### src/rtl/hc_irq_pkg.sv
package hc_irq_pkg;
  localparam int EVT_W = 10;
  localparam int SRC_W = 13;

  localparam int B_DONE = 0;
  localparam int B_HALT = 1;
  localparam int B_TXE  = 2;
  localparam int B_ACK  = 3;
  localparam int B_NAK  = 4;
  localparam int B_STL  = 5;
  localparam int B_XERR = 6;
  localparam int B_BAB  = 7;
  localparam int B_OVR  = 8;
  localparam int B_TGL  = 9;

  localparam int S_DONE  = 0;
  localparam int S_STOP  = 1;
  localparam int S_TXE   = 2;
  localparam int S_ACK   = 3;
  localparam int S_NAK   = 4;
  localparam int S_STL   = 5;
  localparam int S_CRC   = 6;
  localparam int S_TMO   = 7;
  localparam int S_STUFF = 8;
  localparam int S_EOP   = 9;
  localparam int S_BAB   = 10;
  localparam int S_OVR   = 11;
  localparam int S_TGL   = 12;

  typedef enum logic [1:0] {RD_NONE, RD_STAT, RD_MASK, RD_SUM} rd_kind_e;

  function automatic logic [EVT_W-1:0] map_sources(input logic [SRC_W-1:0] s);
    logic [EVT_W-1:0] e;
    logic             err;
    err       = s[S_CRC] | s[S_TMO] | s[S_STUFF] | s[S_EOP];
    e         = '0;
    e[B_DONE] = s[S_DONE];
    e[B_HALT] = s[S_STOP] | s[S_DONE] | err;
    e[B_TXE]  = s[S_TXE];
    e[B_ACK]  = s[S_ACK];
    e[B_NAK]  = s[S_NAK];
    e[B_STL]  = s[S_STL];
    e[B_XERR] = err;
    e[B_BAB]  = s[S_BAB];
    e[B_OVR]  = s[S_OVR];
    e[B_TGL]  = s[S_TGL];
    return e;
  endfunction
endpackage

### src/rtl/hc_chan_evt.sv
module hc_chan_evt
  import hc_irq_pkg::*;
(
  input  logic             clk,
  input  logic             rst_n,
  input  logic [SRC_W-1:0] src_i,
  input  logic             st_we_i,
  input  logic             mk_we_i,
  input  logic [EVT_W-1:0] wdata_i,
  output logic [EVT_W-1:0] st_o,
  output logic [EVT_W-1:0] mk_o,
  output logic             pend_o
);
  logic [EVT_W-1:0] src_ev;
  logic [EVT_W-1:0] st_q, st_d, mk_q, mk_d;
  logic             st_en;

  always_comb src_ev = map_sources(src_i);

  // next state: clear first, then set, so a same-cycle set survives
  always_comb begin
    st_d = st_q;
    if (st_we_i) st_d = st_q & ~wdata_i;
    st_d  = st_d | src_ev;
    st_en = st_we_i | (|src_ev);
    mk_d  = wdata_i;
  end

  always_ff @(posedge clk or negedge rst_n) begin
    if (!rst_n)     st_q <= '0;
    else if (st_en) st_q <= st_d;
  end

  always_ff @(posedge clk or negedge rst_n) begin
    if (!rst_n)       mk_q <= '0;
    else if (mk_we_i) mk_q <= mk_d;
  end

  assign st_o   = st_q;
  assign mk_o   = mk_q;
  assign pend_o = |(st_q & mk_q);

  assert_sticky_set_R2: assert property (@(posedge clk) disable iff (!rst_n)
    (|src_ev) |=> ((st_q & $past(src_ev)) == $past(src_ev)));

  assert_err_merge_R3: assert property (@(posedge clk) disable iff (!rst_n)
    (src_i[S_CRC] | src_i[S_TMO] | src_i[S_STUFF] | src_i[S_EOP]) |=> (st_q[B_XERR] && st_q[B_HALT]));

  assert_halt_on_done_R4: assert property (@(posedge clk) disable iff (!rst_n)
    src_i[S_DONE] |=> st_q[B_HALT]);

  assert_w1c_R5: assert property (@(posedge clk) disable iff (!rst_n)
    (st_we_i && src_i == '0) |=> (st_q == ($past(st_q) & ~$past(wdata_i))));

  assert_mask_hold_R6: assert property (@(posedge clk) disable iff (!rst_n)
    !mk_we_i |=> $stable(mk_q));
endmodule

### src/rtl/hc_bus_decode.sv
module hc_bus_decode
  import hc_irq_pkg::*;
#(
  parameter int NUM_CH   = 16,
  parameter int ADDR_W   = 12,
  parameter int CH_BASE  = 'h100,
  parameter int SUM_ADDR = 'h010,
  localparam int CH_IDX_W = (NUM_CH > 1) ? $clog2(NUM_CH) : 1
) (
  input  logic                en_i,
  input  logic                wr_i,
  input  logic [ADDR_W-1:0]   addr_i,
  output logic [NUM_CH-1:0]   st_we_o,
  output logic [NUM_CH-1:0]   mk_we_o,
  output rd_kind_e            rd_kind_o,
  output logic [CH_IDX_W-1:0] rd_ch_o
);
  localparam int STRIDE = 32;
  localparam logic [ADDR_W-1:0] CH_LO = ADDR_W'(CH_BASE);
  localparam logic [ADDR_W-1:0] CH_HI = ADDR_W'(CH_BASE + NUM_CH * STRIDE);
  localparam logic [ADDR_W-1:0] SUM_A = ADDR_W'(SUM_ADDR);

  logic [ADDR_W-1:0]   off;
  logic [CH_IDX_W-1:0] ch;
  logic [4:0]          sub;
  logic                in_ch, is_st, is_mk, is_sum;
  logic                unused_hi;

  always_comb begin
    off    = addr_i - CH_LO;
    ch     = off[CH_IDX_W+4:5];
    sub    = off[4:0];
    in_ch  = (addr_i >= CH_LO) && (addr_i < CH_HI);
    is_st  = in_ch && (sub == 5'h08);
    is_mk  = in_ch && (sub == 5'h0C);
    is_sum = (addr_i == SUM_A);
  end

  assign unused_hi = ^off;

  for (genvar c = 0; c < NUM_CH; c++) begin : g_we
    assign st_we_o[c] = en_i && wr_i && is_st && (ch == CH_IDX_W'(c));
    assign mk_we_o[c] = en_i && wr_i && is_mk && (ch == CH_IDX_W'(c));
  end

  always_comb begin
    rd_ch_o = ch;
    if (is_st)       rd_kind_o = RD_STAT;
    else if (is_mk)  rd_kind_o = RD_MASK;
    else if (is_sum) rd_kind_o = RD_SUM;
    else             rd_kind_o = RD_NONE;
  end
endmodule

### src/rtl/hc_irq_rollup.sv
module hc_irq_rollup #(
  parameter int NUM_CH = 16
) (
  input  logic              clk,
  input  logic              rst_n,
  input  logic [NUM_CH-1:0] pend_i,
  output logic [NUM_CH-1:0] sum_o,
  output logic              irq_o
);
  logic [NUM_CH-1:0] sum_q, sum_d;
  logic              irq_q, irq_d;

  always_comb begin
    sum_d = pend_i;
    irq_d = |pend_i;
  end

  always_ff @(posedge clk or negedge rst_n) begin
    if (!rst_n) begin
      sum_q <= '0;
      irq_q <= 1'b0;
    end else begin
      sum_q <= sum_d;
      irq_q <= irq_d;
    end
  end

  assign sum_o = sum_q;
  assign irq_o = irq_q;

  assert_irq_when_sum_R8: assert property (@(posedge clk) disable iff (!rst_n)
    (sum_q != '0) |-> irq_q);

  assert_no_irq_without_sum_R8: assert property (@(posedge clk) disable iff (!rst_n)
    irq_q |-> (sum_q != '0));

  assert_drop_when_idle_R9: assert property (@(posedge clk) disable iff (!rst_n)
    (pend_i == '0) |=> (!irq_q && sum_q == '0));
endmodule

### src/rtl/hc_irq_agg.sv
module hc_irq_agg
  import hc_irq_pkg::*;
#(
  parameter int NUM_CH   = 16,
  parameter int ADDR_W   = 12,
  parameter int DATA_W   = 32,
  parameter int CH_BASE  = 'h100,
  parameter int SUM_ADDR = 'h010,
  localparam int CH_IDX_W = (NUM_CH > 1) ? $clog2(NUM_CH) : 1
) (
  input  logic                    clk,
  input  logic                    rst_n,
  input  logic [NUM_CH*SRC_W-1:0] evt_src_i,
  input  logic                    bus_en_i,
  input  logic                    bus_wr_i,
  input  logic [ADDR_W-1:0]       bus_addr_i,
  input  logic [DATA_W-1:0]       bus_wdata_i,
  output logic [DATA_W-1:0]       bus_rdata_o,
  output logic                    irq_o
);
  logic [1:0]                   rs_q;
  logic                         rst_int_n;
  logic [NUM_CH-1:0]            st_we, mk_we, pend, sum;
  logic [NUM_CH-1:0][EVT_W-1:0] st_all, mk_all;
  rd_kind_e                     rd_kind;
  logic [CH_IDX_W-1:0]          rd_ch;
  logic [DATA_W-1:0]            rdata_q, rdata_d;
  logic                         rd_en;
  logic                         unused_wdata;

  // asynchronous assert, synchronous release
  always_ff @(posedge clk or negedge rst_n) begin
    if (!rst_n) rs_q <= 2'b00;
    else        rs_q <= {rs_q[0], 1'b1};
  end
  assign rst_int_n = rs_q[1];

  assign unused_wdata = ^bus_wdata_i;

  hc_bus_decode #(
    .NUM_CH(NUM_CH), .ADDR_W(ADDR_W), .CH_BASE(CH_BASE), .SUM_ADDR(SUM_ADDR)
  ) u_dec (
    .en_i(bus_en_i), .wr_i(bus_wr_i), .addr_i(bus_addr_i),
    .st_we_o(st_we), .mk_we_o(mk_we), .rd_kind_o(rd_kind), .rd_ch_o(rd_ch)
  );

  for (genvar c = 0; c < NUM_CH; c++) begin : g_ch
    hc_chan_evt u_chan (
      .clk(clk), .rst_n(rst_int_n),
      .src_i(evt_src_i[c*SRC_W +: SRC_W]),
      .st_we_i(st_we[c]), .mk_we_i(mk_we[c]),
      .wdata_i(bus_wdata_i[EVT_W-1:0]),
      .st_o(st_all[c]), .mk_o(mk_all[c]), .pend_o(pend[c])
    );
  end

  hc_irq_rollup #(.NUM_CH(NUM_CH)) u_roll (
    .clk(clk), .rst_n(rst_int_n), .pend_i(pend), .sum_o(sum), .irq_o(irq_o)
  );

  always_comb begin
    rd_en = bus_en_i & ~bus_wr_i;
    unique case (rd_kind)
      RD_STAT: rdata_d = DATA_W'(st_all[rd_ch]);
      RD_MASK: rdata_d = DATA_W'(mk_all[rd_ch]);
      RD_SUM:  rdata_d = DATA_W'(sum);
      default: rdata_d = '0;
    endcase
  end

  always_ff @(posedge clk or negedge rst_int_n) begin
    if (!rst_int_n)  rdata_q <= '0;
    else if (rd_en)  rdata_q <= rdata_d;
  end

  assign bus_rdata_o = rdata_q;

  assert_one_target_R10: assert property (@(posedge clk) disable iff (!rst_int_n)
    $onehot0({st_we, mk_we}));

  assert_no_write_side_effect_R10: assert property (@(posedge clk) disable iff (!rst_int_n)
    (bus_en_i && bus_wr_i && rd_kind == RD_SUM) |-> (st_we == '0 && mk_we == '0));
endmodule

### config.mk
export PLATFORM = sky130hd
export DESIGN_NAME = hc_irq_agg
export DESIGN_NICKNAME = d
export VERILOG_FILES = /design/src/rtl/hc_irq_pkg.sv /design/src/rtl/hc_chan_evt.sv /design/src/rtl/hc_bus_decode.sv /design/src/rtl/hc_irq_rollup.sv /design/src/rtl/hc_irq_agg.sv
export SDC_FILE = /design/constraint.sdc
export NUM_CORES = 1
export LEC_CHECK = 0
export ABC_AREA = 1
export BUFFER_PORTS_ARGS = -buffer_cell sky130_fd_sc_hd__buf_4
export CORE_MARGIN = 2
export CORE_UTILIZATION = 25
export DETAILED_ROUTE_END_ITERATION = 7
export PLACE_DENSITY = 0.48
export SLEW_MARGIN = 15
export SYNTH_ARGS = -nofsm -noshare
export SYNTH_HDL_FRONTEND = slang
export SYNTH_SLANG_ARGS = --single-unit
### constraint.sdc
create_clock -name clk -period 21.1 [get_ports clk]
set_clock_uncertainty 0.05 [all_clocks]
set_input_delay 2.11 -clock clk [delete_from_list [all_inputs] [get_ports clk]]
set_output_delay 2.11 -clock clk [all_outputs]
set_load 0.03 [all_outputs]
==> flow_metrics.py <==
metrics = {
    "floorplan": {
        "core_sq_um": 72600,
        "dieWidth_um": 274,
        "die_area_sq_um": 75100,
        "rows": 99,
        "io_pins": 289,
        "die_y_um": 274,
        "start_util": 0.251,
    },
    "final_layout": {
        "area_growth_pct": 22.4,
        "final_nets": 2958,
        "fin_cells": 3693,
        "drive_gt1_frac": 0.139,
    },
    "synthesis": {
        "syn-cell-area_sq_um": 18200,
        "synth.most_common_cell": "nand2_1",
        "synth.largest_area_cell": "dfrtp_1",
        "synth_warnings": 0,
        "synth.area.top_cells": "dfrtp_1, nand2_1, nor2_1",
        "synth_ff_type": "dfrtp_1",
        "synth.avg_cell_area_sq_um": 7.30,
        "seq_area_frac_synth": 0.487,
        "synth_top_area_frac": 0.487,
        "syn_inst": 2498,
        "yosysUniqueCellTypes": 33,
        "synth_seq_cells": 355,
        "synthTopCellsByCount": "nand2_1, nor2_1, dfrtp_1, inv_1, o21ai_0",
        "async_reset_ff_frac": 1.00,
        "synth-edff-count": 0,
    },
    "timing": {
        "hold_slack_ps": 270,
        "worst_pin_slew_ps": 996,
        "hold_viol": 0,
        "fmax_ghz": 0.203,
        "rsz0062_at_grt": "false",
        "drv_slew": 0,
        "period_share": 0.234,
        "finalSetupViolCount": 0,
        "period_needed_ps": 4930,
        "worst_slack_ps": 16170,
        "setup_tns_ps": 0,
        "slew_headroom": 0.336,
    },
    "routing": {
        "vias": 16703,
        "wirelength_mm": 73.3,
        "antenna_left": 0,
        "routed_via_density": 4.52,
        "drt_pass1_iterations": 5,
        "remaining_drc_errors": 0,
        "wl_per_cell_um": 19.8,
        "drtIter0Drc": 1363,
    },
    "clocking": {
        "clk_pin_slew_ps": 60,
        "cts_max_level": 2,
        "post_cts_buffers": 0,
        "cts_tree": "built",
        "root_buffer": "clkbuf_16",
        "clk_latency_ps": 580,
        "post_cts_resized": 0,
        "cts_buffer_depth": 3,
        "cts_buffers": 42,
        "clock_sinks": 355,
        "ctsHoldBuffers": 0,
    },
    "place": {
        "placedCellCount": 3617,
        "dpl.hpwl_mm": 52.2,
        "gp_congestion": 0.859,
        "dpl_worst_slack_ps": 15550,
        "portBuffers": 250,
    },
    "power_and_ir_drop": {
        "powerDensity_nw_per_um2": 70.9,
        "p_leak_uw": 0.0113,
        "peakVddDrop_mv": 0.0469,
    },
    "run_status": {
        "status": "finished, final reports clean",
    },
    "setup_path": {
        "crit_type": "in -> reg",
        "critPathCaptureType": "flop",
        "crit_required_ps": 21570,
        "worstPathArrival_ps": 5400,
        "critPathLaunchType": "input pin",
        "crit_path_max_fanout": 33,
    },
    "global_route": {
        "grt_max_degree": 73,
        "grt_pass1_vias": 16479,
        "grt_usage": 0.195,
        "grt_overflow": 0,
        "antenna_found_initial": 6,
        "grt_pass1_wl_mm": 108,
    },
    "run": {
        "max_cap_violations": 0,
    },
    "worst_hold_path": {
        "worstHoldPathType": "reg -> async",
    },
}
## path summary, 6_finish.rpt
path                              startpoint                             endpoint  slack, ps  depth (start not counted)
setup / recovery               bus_addr_i[6]           bus_rdata_o[1]$_DFFE_PN0P_      16170                          9
hold / removal             rs_q[1]$_DFF_PN0_  g_ch[13].u_chan.mk_o[0]$_DFFE_PN0P_        270                          0
setup reg to reg           rs_q[1]$_DFF_PN0_   g_ch[3].u_chan.st_o[0]$_DFFE_PN0P_      17870                          3
hold reg to reg            rs_q[1]$_DFF_PN0_  g_ch[13].u_chan.mk_o[0]$_DFFE_PN0P_        270                          0
max in group asynchronous  rs_q[1]$_DFF_PN0_   g_ch[3].u_chan.st_o[0]$_DFFE_PN0P_      17870                          3
min in group clk           rs_q[0]$_DFF_PN0_                    rs_q[1]$_DFF_PN0_        300                          0
## power by group
| part | leakage (uW) | switching (uW) | internal [uW] | total [uW] |
|---|---|---|---|---|
| logic | 0.00645 | 93.7 | 46.6 | 140 |
| clock network | 0.000698 | 312 | 444 | 756 |
| registers | 0.00412 | 2.65 | 683 | 686 |
| total | 0.0113 | 408 | 1170 | 1580 |
## through the flow
stage	power [uW]	instance area, sq um	util
floorplan	763	18300	-
global placement	841	20900	0.288
detailed placement	841	20900	0.288
CTS	1600	22300	0.308
global route	1630	22300	0.308
finish	1580	22300	0.308
## worst max-delay path: stages
cell	delay [ps]
buf_4	280
inv_2	590
nand2_1	690
buf_4	490
nor4_4	520
nand2_2	240
a21oi_4	270
nand2_1	100
nand2_1	60
## logic make-up after synthesis
kind of cell	count (synthesis)	synth area share
AND/OR/NAND/NOR	1266	0.276
flip-flops	355	0.487
other	2	0.000412
buffers and inverters	417	0.0940
AO/OA/AOI/OAI	458	0.143
## cell type report
class | count | area, sq um
Clock inverter | 17 | 169
Tap cell | 959 | 1200
Inverter | 288 | 1080
Antenna cell | 1 | 2.50
Sequential cell | 355 | 8890
Timing Repair Buffer | 274 | 2060
Clock buffer | 58 | 1230
Multi-Input combinational cell | 1741 | 7700
Fill cell | 8050 | 50300
## metal layers
layer | share of wire | vias to the layer above | wire length (um) | GRT usage
met5 | 0.00018 | - | 13 | 0
met4 | 0.030 | 2 | 2210 | 0.0615
met3 | 0.056 | 94 | 4140 | 0.0275
met2 | 0.45 | 476 | 33200 | 0.311
met1 | 0.46 | 7935 | 33700 | 0.271
li1 | - | 8196 | - | -
## cell usage in the layout (no fill, tap or decap), drive strengths merged, types with 2 or more instances in the layout
cell type  instances
a21oi             22
a22o               7
buf              274
bufinv             3
clkbuf            58
clkinv            13
clkinvlp           2
conb              17
dfrtp            355
inv              287
nand2            790
nand3             50
nand3b             3
nand4             15
nor2             374
nor4              26
o2111ai            2
o21ai            306
o21bai            89
o22ai             31
or2                6
## state kept, by name, summed over array words and instances, names as in the netlist
register and cells:
rs_q 2, u_roll.sum_o 16, bus_rdata_o 16, g_ch.u_chan.st_o 160, g_ch.u_chan.mk_o 160, u_roll.irq_o 1
(Power assumes the default switching activity.)
